**config.mk**
```make
export PLATFORM = sky130hd
export DESIGN_NAME = pair_sum_stream
export DESIGN_NICKNAME = d
export VERILOG_FILES = /design/src/rtl/pair_sum_pkg.sv /design/src/rtl/pair_sum_hist.sv /design/src/rtl/pair_sum_qual.sv /design/src/rtl/pair_sum_outreg.sv /design/src/rtl/pair_sum_stream.sv
export SDC_FILE = /design/constraint.sdc
export NUM_CORES = 1
export LEC_CHECK = 0
export BUFFER_PORTS_ARGS = -buffer_cell sky130_fd_sc_hd__buf_2
export CAP_MARGIN = 20
export CORE_MARGIN = 3
export CORE_UTILIZATION = 50
export CTS_BUF_LIST = sky130_fd_sc_hd__clkbuf_8
export CTS_CLUSTER_DIAMETER = 100
export DETAILED_ROUTE_END_ITERATION = 8
export HOLD_SLACK_MARGIN = 0.05
export PLACE_DENSITY = 0.74
export SLEW_MARGIN = 20
export SYNTH_ARGS = -nofsm -noshare
export SYNTH_HDL_FRONTEND = slang
export SYNTH_SLANG_ARGS = --single-unit
```
**constraint.sdc**
```tcl
create_clock -name clk -period 2.3 [get_ports clk]
set_input_delay 0.575 -clock clk [delete_from_list [all_inputs] [get_ports clk]]
set_output_delay 0.575 -clock clk [all_outputs]
set_load 0.03 [all_outputs]
```
**src/rtl/pair_sum_pkg.sv**
```systemverilog
package pair_sum_pkg;
  typedef enum logic [1:0] {
    PAIR_SLIDE = 2'd0,
    PAIR_BLOCK = 2'd1,
    PAIR_LAG2  = 2'd2,
    PAIR_RSVD  = 2'd3
  } pair_mode_e;

  localparam int unsigned HIST_DEPTH = 2;
endpackage

```
**src/rtl/pair_sum_hist.sv**
```systemverilog
// Shift chain of past samples: tap[0] is the latest, tap[DEPTH-1] the oldest.
module pair_sum_hist #(
  parameter int unsigned DATA_W = 8,
  parameter int unsigned DEPTH  = 2
) (
  input  logic                          clk,
  input  logic                          rst,
  input  logic                          shift_en,
  input  logic [DATA_W-1:0]             din,
  output logic [DEPTH-1:0][DATA_W-1:0]  taps
);
  logic [DATA_W-1:0] stage_q [DEPTH];

  for (genvar gi = 0; gi < DEPTH; gi++) begin : g_stage
    logic [DATA_W-1:0] stage_d;
    if (gi == 0) begin : g_head
      assign stage_d = din;
    end else begin : g_body
      assign stage_d = stage_q[gi-1];
    end

    always_ff @(posedge clk) begin
      if (rst) begin
        stage_q[gi] <= '0;
      end else if (shift_en) begin
        stage_q[gi] <= stage_d;
      end
    end

    assign taps[gi] = stage_q[gi];
  end
endmodule

```
**src/rtl/pair_sum_qual.sv**
```systemverilog
// Tracks how many samples have arrived and the pair phase, and decides
// whether the sum formed from the current sample is meaningful.
module pair_sum_qual
  import pair_sum_pkg::*;
#(
  parameter int unsigned CNT_MAX = 2
) (
  input  logic       clk,
  input  logic       rst,
  input  logic       accept,
  input  logic [1:0] mode,
  output logic       seen_one,
  output logic       seen_two,
  output logic       phase,
  output logic       use_lag2,
  output logic       result_ok
);
  localparam int unsigned CNT_W = $clog2(CNT_MAX + 1);

  logic [CNT_W-1:0] cnt_q;
  logic             phase_q;
  pair_mode_e       mode_e;

  assign mode_e = pair_mode_e'(mode);

  always_ff @(posedge clk) begin
    if (rst) begin
      cnt_q   <= '0;
      phase_q <= 1'b0;
    end else if (accept) begin
      phase_q <= ~phase_q;
      if (cnt_q != CNT_W'(CNT_MAX)) begin
        cnt_q <= cnt_q + 1'b1;
      end
    end
  end

  assign seen_one = (cnt_q >= CNT_W'(1));
  assign seen_two = (cnt_q >= CNT_W'(2));
  assign phase    = phase_q;
  assign use_lag2 = (mode_e == PAIR_LAG2);

  always_comb begin
    unique case (mode_e)
      PAIR_SLIDE: result_ok = seen_one;
      PAIR_BLOCK: result_ok = phase_q;
      PAIR_LAG2:  result_ok = seen_two;
      default:    result_ok = 1'b0;
    endcase
  end
endmodule

```
**src/rtl/pair_sum_outreg.sv**
```systemverilog
// Forms the widened sum and registers it with the one-cycle ready pulse.
module pair_sum_outreg #(
  parameter int unsigned DATA_W = 8
) (
  input  logic              clk,
  input  logic              rst,
  input  logic              accept,
  input  logic              result_ok,
  input  logic [DATA_W-1:0] sample,
  input  logic [DATA_W-1:0] partner,
  output logic [DATA_W:0]   sum_q,
  output logic              ready_q
);
  function automatic logic [DATA_W:0] wide_add(input logic [DATA_W-1:0] a,
                                               input logic [DATA_W-1:0] b);
    return {1'b0, a} + {1'b0, b};
  endfunction

  always_ff @(posedge clk) begin
    if (rst) begin
      sum_q   <= '0;
      ready_q <= 1'b0;
    end else begin
      ready_q <= accept & result_ok;
      if (accept) begin
        sum_q <= wide_add(sample, partner);
      end
    end
  end
endmodule

```
**src/rtl/pair_sum_stream.sv**
```systemverilog
module pair_sum_stream
  import pair_sum_pkg::*;
#(
  parameter int unsigned DATA_W = 8
) (
  input  logic              clk,
  input  logic              rst,
  input  logic [1:0]        mode,
  input  logic              in_valid,
  input  logic [DATA_W-1:0] in_data,
  output logic [DATA_W:0]   out_sum,
  output logic              out_ready
);
  localparam int unsigned DEPTH = HIST_DEPTH;

  logic                         accept;
  logic [DEPTH-1:0][DATA_W-1:0] taps;
  logic [DATA_W-1:0]            partner;
  logic                         seen_one;
  logic                         seen_two;
  logic                         phase;
  logic                         use_lag2;
  logic                         result_ok;

  assign accept  = in_valid;
  assign partner = use_lag2 ? taps[1] : taps[0];

  pair_sum_hist #(.DATA_W(DATA_W), .DEPTH(DEPTH)) u_hist (
    .clk(clk), .rst(rst), .shift_en(accept), .din(in_data), .taps(taps)
  );

  pair_sum_qual #(.CNT_MAX(DEPTH)) u_qual (
    .clk(clk), .rst(rst), .accept(accept), .mode(mode),
    .seen_one(seen_one), .seen_two(seen_two), .phase(phase),
    .use_lag2(use_lag2), .result_ok(result_ok)
  );

  pair_sum_outreg #(.DATA_W(DATA_W)) u_out (
    .clk(clk), .rst(rst), .accept(accept), .result_ok(result_ok),
    .sample(in_data), .partner(partner), .sum_q(out_sum), .ready_q(out_ready)
  );
endmodule

```
==> results of run 1 <==
[how the worst max path moves through the flow]
stage,start,cells past startpoint,end
final,mode[0],8,u_out.sum_q[7]$_SDFFE_PP0P_
after global routing,mode[0],10,u_out.sum_q[8]$_SDFFE_PP0P_
after CTS,mode[0],10,u_out.sum_q[8]$_SDFFE_PP0P_
after detailed placement,mode[0],10,u_out.sum_q[8]$_SDFFE_PP0P_
after global placement,mode[0],8,u_out.sum_q[7]$_SDFFE_PP0P_
after floorplan,mode[0],8,u_out.sum_q[7]$_SDFFE_PP0P_
[power by group]
| part | switching [mW] | leakage (nW) | internal, mW |
|---|---|---|---|
| clock network | 0.192 | 0.0430 | 0.203 |
| logic | 0.191 | 0.513 | 0.156 |
| registers | 0.0234 | 0.282 | 0.597 |
| total | 0.406 | 0.838 | 0.956 |
[worst max-delay path, cell delays in order]
cell and delay (ns):
buf_2 0.11, nand2b_4 0.18, mux2_1 0.38, ha_4 0.24
a211oi_2 0.19, nor2_2 0.09, a41oi_2 0.21, mux2_1 0.33
[timing repair]
item / CTS / global route
cloned: 0 / 0
resized for setup: 1 / 1
endpoints found under the setup margin: 5 / 4
hold buffers: 0 / 0
[cell usage after synthesis (2+ instances only)]
library cell	instances
a31oi_1	2
nand2b_1	4
buf_2	3
ha_1	10
edfxtp_1	16
dfxtp_1	13
and2b_1	2
mux2_2	8
nand2_1	2
nor2_1	14
and2_1	15
a21oi_1	8
o21ai_1	2
mux2i_1	2
xnor2_1	6
o21ai_0	3
a211oi_1	4
inv_1	7
o21bai_1	3
nor3b_1	2
mux2_1	2
buf_4	2
[metal layers]
layer / routed length [um] / vias up
met4: 27 / 0
li1: - / 581
met2: 1610 / 29
met5: 0 / -
met3: 169 / 3
met1: 1440 / 556
[kinds of logic (layout without fill, tap and decap cells)]
group / count (synthesis) / after routing / synth area share
compound gates: 29 / 29 / 0.121
xor+xnor: 6 / 6 / 0.0333
fa+ha+maj: 11 / 11 / 0.0919
buf+inv: 12 / 49 / 0.0357
flops: 29 / 29 / 0.469
mux: 12 / 12 / 0.0840
simple gates: 45 / 45 / 0.165
[sequential cells by signal, indices dropped and copies added, names as in the netlist]
name and cells:
u_hist.stage_q 16, u_out.ready_q 1, u_out.sum_q 9, u_qual.cnt_q 2, u_qual.phase 1
[cell type report]
cell class,count,area [um^2]
Sequential cell,29,741
Timing Repair Buffer,34,200
Multi-Input combinational cell,103,830
Clock inverter,3,12.5
Tap cell,42,52.6
Clock buffer,5,68.8
Inverter,7,26.3
Fill cell,233,946
[through the flow]
step / TNS [ns] / util / worst slack [ns]
2_1_floorplan: -0.0246 / - / -0.0246
3_5_place_dp: -2.07 / 0.640 / -0.321
4_1_cts: 0 / 0.669 / 0.0510
6_report: 0 / 0.671 / 0.151
3_3_place_gp: -1.72 / 0.640 / -0.316
5_1_grt: 0 / 0.671 / 0.0735
==> impl_metrics.json, run 1 <==
{
  "track_usage": 0.187,
  "path_clk_slew_ns": 0.06,
  "cp-end-kind": "flop",
  "ys_top_cells_by_area": "edfxtp_1, dfxtp_1, ha_1, and2_1, mux2_2",
  "cp_max_fo": 8,
  "p_per_area_nw_per_um2": 706,
  "min_period_ns": 2.15,
  "crit_path_start_kind": "input pin",
  "wl_per_cell_um": 14.6,
  "maxSlewViolCount": 0,
  "worstMarginPinSlew_ns": 0.421,
  "ioPinCount": 23,
  "cts_buffers": 5,
  "syn_nets": 168,
  "ys_seq_area_frac": 0.469,
  "ys.flop_type": "edfxtp_1",
  "final_area_um2": 1930,
  "initial_core_util": 0.549,
  "final_common_cell": "buf_2",
  "synth_top_area_share": 0.304,
  "ff2ff_path_depth": 6,
  "reg2reg_to": "u_out.sum_q[7]$_SDFFE_PP0P_",
  "post_cts_buffers": 0,
  "top_usage_layer": "met2",
  "ys_ff_latch": 29,
  "layout.nets": 204,
  "overflow": 0,
  "fmax_mhz": 465,
  "dieHeight_um": 62.2,
  "setup_viol": 0,
  "hp-class": "flop to flop",
  "io_buffers": 22,
  "synth_edf_count": 16,
  "dp.final_hpwl_mm": 2.40,
  "wl_mm": 3.25,
  "outcome": "finished clean",
  "whs_ns": 0.498,
  "num_vias": 1169,
  "gr-usage-met3": 0.0523,
  "antenna_found_initial": 0,
  "p_leak_nw": 0.838,
  "grt_pass1_wl_mm": 5.84,
  "gp_congestion": 0.879,
  "grt_max_degree": 21,
  "r2r_slack_ns": 0.39,
  "area_growth_pct": 22.3,
  "ir_drop_mv": 0.433,
  "hold_viol_final": 0,
  "ant_nets": 0,
  "via_per_inst": 5.24,
  "critPathArrivalTime_ns": 2.32,
  "drt-initial-drc-count": 47,
  "grt_pass1_vias": 1253,
  "dieArea_um2": 3870,
  "skew_ns": 0.00553,
  "dp_cells": 215,
  "hold_path_depth": 2,
  "yosys_warnings": 0,
  "clk-insertion-delay-late_ns": 0.28,
  "cts.htree.levels": 2,
  "r2r_start": "u_hist.stage_q[0][1]$_SDFFCE_PN0P_",
  "die_w_um": 62.2,
  "crit_type": "input pin to flop",
  "synth-async-reset-ratio": 0,
  "yosysTopAreaCell": "edfxtp_1",
  "syn-cell-area_um2": 1580,
  "rows": 19,
  "holdPathEnd": "u_out.sum_q[0]$_SDFFE_PP0P_",
  "clockBufferDepth": 2,
  "clockRootBuffer": "clkbuf_8",
  "fin_crit_sh": 0.934,
  "maxCapViolations": 0,
  "crit_required_ns": 2.47,
  "firstDrtPassIters": 4,
  "relSlewSlack": 0.720,
  "met2_usage": 0.309,
  "cts_tree": "done",
  "place_area_um2": 1840,
  "mostFrequentLayoutCells": "buf_2, edfxtp_1, and2_1",
  "drive_gt1_frac": 0.326,
  "grt_setup_unrepaired": "no",
  "synthCells": 144,
  "synth_cell_type_count": 36,
  "finalPower_mw": 1.36,
  "core_area_um2": 2880,
  "numClockSinks": 29,
  "syn_area_per_cell_um2": 11.0,
  "grt_util_met1": 0.241,
  "stdcell_count": 223,
  "drc_errors": 0,
  "antenna_cells": 0,
  "min-delay-start": "u_out.sum_q[0]$_SDFFE_PP0P_"
}
Note: power is estimated with default switching activity, not from simulation.
==> run 2, diff against run 1 <==
--- a/config.mk
+++ b/config.mk
@@ -6,8 +6,7 @@
 export NUM_CORES = 1
 export LEC_CHECK = 0
 export BUFFER_PORTS_ARGS = -buffer_cell sky130_fd_sc_hd__buf_2
-export CAP_MARGIN = 20
-export CORE_MARGIN = 3
+export CAP_MARGIN = 40
 export CORE_UTILIZATION = 50
 export CTS_BUF_LIST = sky130_fd_sc_hd__clkbuf_8
 export CTS_CLUSTER_DIAMETER = 100
==> run 2 against run 1 <==
Against the previous run: count of clock-buffer cells in the layout stayed put; worst hold slack worse by 0.015 ns; die area is 12% lower; maximum frequency is 2.3% lower; register-to-register slack worse by 0.04 ns; wire length is 3.4% lower; non-clock buffer count is 1 higher; sequential share of layout area is 0.71 points lower; sequential power hardly changed; setup slack worse by 0.051 ns.
==> impl_metrics.json, run 2 (same netlist as run 1, synthesis figures left out) <==
{
  "rows": 20,
  "largest_reg_flops": 16,
  "cp_slowest_cell": "fa_2",
  "layout.nets": 205,
  "dieHeight_um": 58.2,
  "nFillCells": 244,
  "io_buffers": 22,
  "clockRootBuffer": "clkbuf_8",
  "cts_buffers": 5,
  "path_clk_slew_ns": 0.06,
  "antenna_cells": 0,
  "wl_met1_mm": 1.46,
  "ioPinCount": 23,
  "p_per_area_nw_per_um2": 747,
  "r2r_slack_ns": 0.35,
  "outcome": "finished clean",
  "grt_setup_unrepaired": "no",
  "cp_max_fo": 8,
  "power.internal_mw": 1.07,
  "hp-class": "flop to flop",
  "hold_viol_final": 0,
  "wl_met2_mm": 1.53,
  "grt_max_degree": 21,
  "area_growth_pct": 24.6,
  "final_area_um2": 1970,
  "cts_hold_buf": 0,
  "overflow": 0,
  "clk-insertion-delay-late_ns": 0.28,
  "p_leak_nw": 0.859,
  "skew_ns": 0.00886,
  "initial_core_util": 0.521,
  "ant_nets": 0,
  "setup_viol": 0,
  "place_ws_ns": -0.341,
  "track_usage": 0.212,
  "layout_setup_ws_ns": 0.100,
  "crit_path_start_kind": "input pin",
  "relSlewSlack": 0.734,
  "ir_drop_mv": 0.382,
  "dp.final_hpwl_mm": 2.34,
  "drc_errors": 0,
  "final_common_cell": "buf_2",
  "dieArea_um2": 3390,
  "num_vias": 1163,
  "reg_top3": "u_hist.stage_q (16), u_out.sum_q (9), u_qual.cnt_q (2)",
  "top_layer_used": "met4",
  "place_area_um2": 1850,
  "antenna_found_initial": 0,
  "grt_pass1_vias": 1157,
  "worstMarginPinSlew_ns": 0.400,
  "drt-initial-drc-count": 43,
  "fmax_mhz": 455,
  "via_per_inst": 5.15,
  "crit_buf_inv": 2,
  "sw_frac_of_total": 0.271,
  "wl_mm": 3.14,
  "maxCapViolations": 0,
  "fin_crit_sh": 0.957,
  "core_area_um2": 3030,
  "min_period_ns": 2.20,
  "cp_cell_sequence": "buf_2 -> nand2b_4 -> mux2_2 -> ha_2 -> inv_1 -> fa_2 -> nand2b_4 -> a21oi_4 -> o21bai_1 -> a211oi_1",
  "comb_power_share": 0.237,
  "route.met3.wl_um": 107,
  "cp_common_cell": "nand2b_4",
  "largest-register": "u_hist.stage_q",
  "cts_tree": "done",
  "critPathArrivalTime_ns": 2.38,
  "clockBufferDepth": 2,
  "firstDrtPassIters": 4,
  "mostFrequentLayoutCells": "buf_2, edfxtp_1, and2_1",
  "clkPwrFrac": 0.342,
  "drive_gt1_frac": 0.335,
  "crit_type": "input pin to flop",
  "numClockSinks": 29,
  "wl_per_cell_um": 13.9,
  "crit_required_ns": 2.48,
  "seqPwrFrac": 0.421,
  "grt_pass1_wl_mm": 5.27,
  "cts.htree.levels": 2,
  "die_w_um": 58.2,
  "gp_congestion": 0.830,
  "crit_family": "adder cells",
  "p_switching_mw": 0.398,
  "cp-end-kind": "flop",
  "maxSlewViolCount": 0,
  "max_stage_delay_ns": 0.34
}
==> run 2: changes by cell type in the layout (fill, tap and decap cells not counted) <==
cell,previous run,this run
inv_1,7,8
buf_4,12,13
bufinv_16,0,1
clkinv_1,2,0
==> run 2: worst register-to-register path, cell delays in order (launching register included) <==
cell	delay, ns
edfxtp_1	0.38
mux2_1	0.36
ha_4	0.23
a211oi_2	0.20
nor2_2	0.09
a41oi_2	0.22
mux2_1	0.35
==> run 2: final cells by class <==
cell class,instances,area (um^2),area share
Clock inverter,3,38.8,0.0197
Inverter,7,26.3,0.0134
Timing Repair Buffer,35,208,0.106
Multi-Input combinational cell,103,830,0.422
Clock buffer,5,68.8,0.0350
Tap cell,44,55.1,0.0280
Sequential cell,29,741,0.377
==> run 2: path summary, 6_finish.rpt <==
check / to / from / cells after the start
worst max register to register: u_out.sum_q[7]$_SDFFE_PP0P_ / u_hist.stage_q[0][1]$_SDFFCE_PN0P_ / 6
worst max-delay path: u_out.sum_q[8]$_SDFFE_PP0P_ / mode[0] / 10
worst min register to register: u_out.sum_q[1]$_SDFFE_PP0P_ / u_out.sum_q[1]$_SDFFE_PP0P_ / 2
worst min-delay path: u_out.sum_q[1]$_SDFFE_PP0P_ / u_out.sum_q[1]$_SDFFE_PP0P_ / 2
==> run 2: metal layers <==
layer | up-vias | global-route usage
met1 | 552 | 0.257
met5 | - | 0
met3 | 4 | 0.0625
li1 | 587 | -
met4 | 0 | 0.0816
met2 | 20 | 0.356
==> run 2: through the flow <==
step | power, mW | TNS [ns] | instances | hold slack [ns] | utilization
6_report | 1.47 | 0 | 226 | 0.484 | 0.650
4_1_cts | 1.48 | 0 | 226 | 0.485 | 0.650
5_1_grt | 1.54 | 0 | 226 | 0.517 | 0.650
3_5_place_dp | 0.974 | -1.93 | 218 | 0.479 | 0.612
2_1_floorplan | 0.864 | -0.0246 | 144 | 0.475 | -
3_3_place_gp | 0.959 | -1.38 | 218 | 0.465 | 0.612
==> run 2: power groups by stage <==
stage	registers [mW]	logic (mW)	clock network (mW)
3_5_place_dp	0.630	0.345	0
3_3_place_gp	0.628	0.331	0
2_1_floorplan	0.666	0.198	0
5_1_grt	0.623	0.381	0.540
6_report	0.618	0.348	0.502
4_1_cts	0.619	0.350	0.513
==> run 2: what timing repair did <==
item                                   CTS  global route
setup buffers                            0             0
endpoints found under the hold margin    0             0
setup endpoints to repair                4             0
resized for setup                        2             0
==> run 3, diff against run 2 <==
--- a/config.mk
+++ b/config.mk
@@ -7,12 +7,12 @@
 export LEC_CHECK = 0
 export BUFFER_PORTS_ARGS = -buffer_cell sky130_fd_sc_hd__buf_2
 export CAP_MARGIN = 40
-export CORE_UTILIZATION = 50
+export CORE_UTILIZATION = 25
 export CTS_BUF_LIST = sky130_fd_sc_hd__clkbuf_8
 export CTS_CLUSTER_DIAMETER = 100
 export DETAILED_ROUTE_END_ITERATION = 8
 export HOLD_SLACK_MARGIN = 0.05
-export PLACE_DENSITY = 0.74
+export PLACE_DENSITY = 0.43
 export SLEW_MARGIN = 20
 export SYNTH_ARGS = -nofsm -noshare
 export SYNTH_HDL_FRONTEND = slang
==> run 3 against run 2 <==
Against the previous run: clock skew down 0.0041 ns; cell count increased by 14%; first-iteration DRC count increased by 21%; critical path depth down 1; count of clock-buffer cells in the layout unchanged; power is 6.8% lower; critical path type unchanged.
==> impl_metrics.json, run 3 (same netlist as run 1, synthesis figures left out) <==
{
  "cp_max_fo": 5,
  "path_clk_slew_ns": 0.06,
  "maxCapViolations": 0,
  "firstDrtPassIters": 4,
  "outcome": "finished clean",
  "io_buffers": 22,
  "clk-insertion-delay-late_ns": 0.28,
  "cp_cell_sequence": "buf_2 -> nand2b_4 -> buf_12 -> mux2_2 -> ha_1 -> buf_4 -> o21ai_0 -> o21bai_1 -> a211oi_1",
  "cp_num_cells": 9,
  "hold_viol_final": 0,
  "track_usage": 0.121,
  "area_growth_pct": 26.6,
  "grt_max_degree": 21,
  "numClockSinks": 29,
  "layout.nets": 206,
  "dp.final_hpwl_mm": 2.60,
  "cts_tree": "done",
  "p_per_area_nw_per_um2": 684,
  "core_area_um2": 5990,
  "fin_crit_sh": 0.943,
  "mostFrequentLayoutCells": "buf_2, edfxtp_1, and2_1",
  "min_period_ns": 2.17,
  "largest-register": "u_hist.stage_q",
  "die_w_um": 81.5,
  "timing.setup.tns_ns": 0,
  "hp-class": "flop to flop",
  "rows": 28,
  "cts.htree.levels": 2,
  "drt-initial-drc-count": 52,
  "grt_pass1_wl_mm": 5.81,
  "antenna_found_initial": 0,
  "grt_pass1_vias": 1209,
  "crit_path_start_kind": "input pin",
  "p_leak_nw": 0.853,
  "maxSlewViolCount": 0,
  "overflow": 0,
  "crit_family": "compound AO/OA/AOI/OAI gates",
  "num_vias": 1164,
  "wl_per_cell_um": 13.5,
  "fmax_mhz": 461,
  "drc_errors": 0,
  "fin_util": 0.334,
  "via_per_inst": 4.51,
  "drive_gt1_frac": 0.333,
  "setup_viol": 0,
  "dieHeight_um": 81.5,
  "whs_ns": 0.480,
  "clockBufferDepth": 2,
  "crit_buf_inv": 3,
  "ioPinCount": 23,
  "gp_congestion": 0.753,
  "cts_buffers": 5,
  "initial_core_util": 0.264,
  "ant_nets": 0,
  "critPathArrivalTime_ns": 2.32,
  "grt_setup_unrepaired": "no",
  "largest_reg_flops": 16,
  "ff2ff_path_depth": 6,
  "crit_required_ns": 2.46,
  "max_stage_delay_ns": 0.33,
  "ir_drop_mv": 0.234,
  "dieArea_um2": 6640,
  "worstMarginPinSlew_ns": 0.433,
  "relSlewSlack": 0.711,
  "antenna_cells": 0,
  "clockRootBuffer": "clkbuf_8",
  "cp-end-kind": "flop",
  "cp_slowest_cell": "mux2_2",
  "skew_ns": 0.00473,
  "wl_mm": 3.47,
  "crit_type": "input pin to flop",
  "hold_path_depth": 2,
  "final_common_cell": "buf_2",
  "cts_hold_buf": 0,
  "reg_top3": "u_hist.stage_q (16), u_out.sum_q (9), u_qual.cnt_q (2)"
}
==> run 3: where the power goes <==
| group | switching [mW] | internal, mW | total (mW) |
|---|---|---|---|
| logic | 0.193 | 0.162 | 0.355 |
| clock network | 0.191 | 0.203 | 0.395 |
| registers | 0.0218 | 0.597 | 0.619 |
| total | 0.406 | 0.962 | 1.37 |
==> run 3: per-layer routing <==
layer | global-route usage | routed length, um | vias up
met2 | 0.188 | 1570 | 21
li1 | - | - | 587
met1 | 0.153 | 1700 | 554
met5 | 0 | 0 | -
met3 | 0.0400 | 184 | 2
met4 | 0.0482 | 27 | 0
==> run 3: worst register-to-register path, stage by stage (launching register included) <==
cell and delay, ns:
edfxtp_1 0.38, mux2_1 0.37, ha_4 0.24, a211oi_2 0.20, nor2_2 0.10, a41oi_2 0.20, mux2_1 0.33
==> run 3: final timing paths <==
path,startpoint,slack [ns],to
worst max register to register,u_hist.stage_q[0][1]$_SDFFCE_PN0P_,0.38,u_out.sum_q[7]$_SDFFE_PP0P_
worst min-delay path,u_out.sum_q[1]$_SDFFE_PP0P_,0.48,u_out.sum_q[1]$_SDFFE_PP0P_
worst max-delay path,mode[0],0.13,u_out.sum_q[8]$_SDFFE_PP0P_
worst min register to register,u_out.sum_q[1]$_SDFFE_PP0P_,0.48,u_out.sum_q[1]$_SDFFE_PP0P_
==> run 3: cell type report <==
type	instances	area (um^2)
multi-input combinational	103	830
inverter	7	26.3
timing repair buffer	36	228
tap	75	93.8
sequential	29	741
fill	611	3990
clock inverter	3	12.5
clock buffer	5	68.8
==> run 3: what timing repair did <==
item                                    CTS  global route
buffers inserted                          0             0
resized for setup                         1             1
pin swaps                                 0             0
endpoints found under the setup margin    1             3
hold endpoints to repair                  0             0
==> run 3: stage by stage <==
step | setup slack (ns) | total power, mW | cell area [um^2] | cells
4_1_cts | 0.0412 | 1.39 | 1990 | 258
6_report | 0.131 | 1.37 | 2000 | 258
3_5_place_dp | -0.320 | 0.986 | 1910 | 250
5_1_grt | 0.0757 | 1.46 | 2000 | 258
2_1_floorplan | -0.0246 | 0.864 | 1620 | 144
3_3_place_gp | -0.248 | 0.976 | 1910 | 250
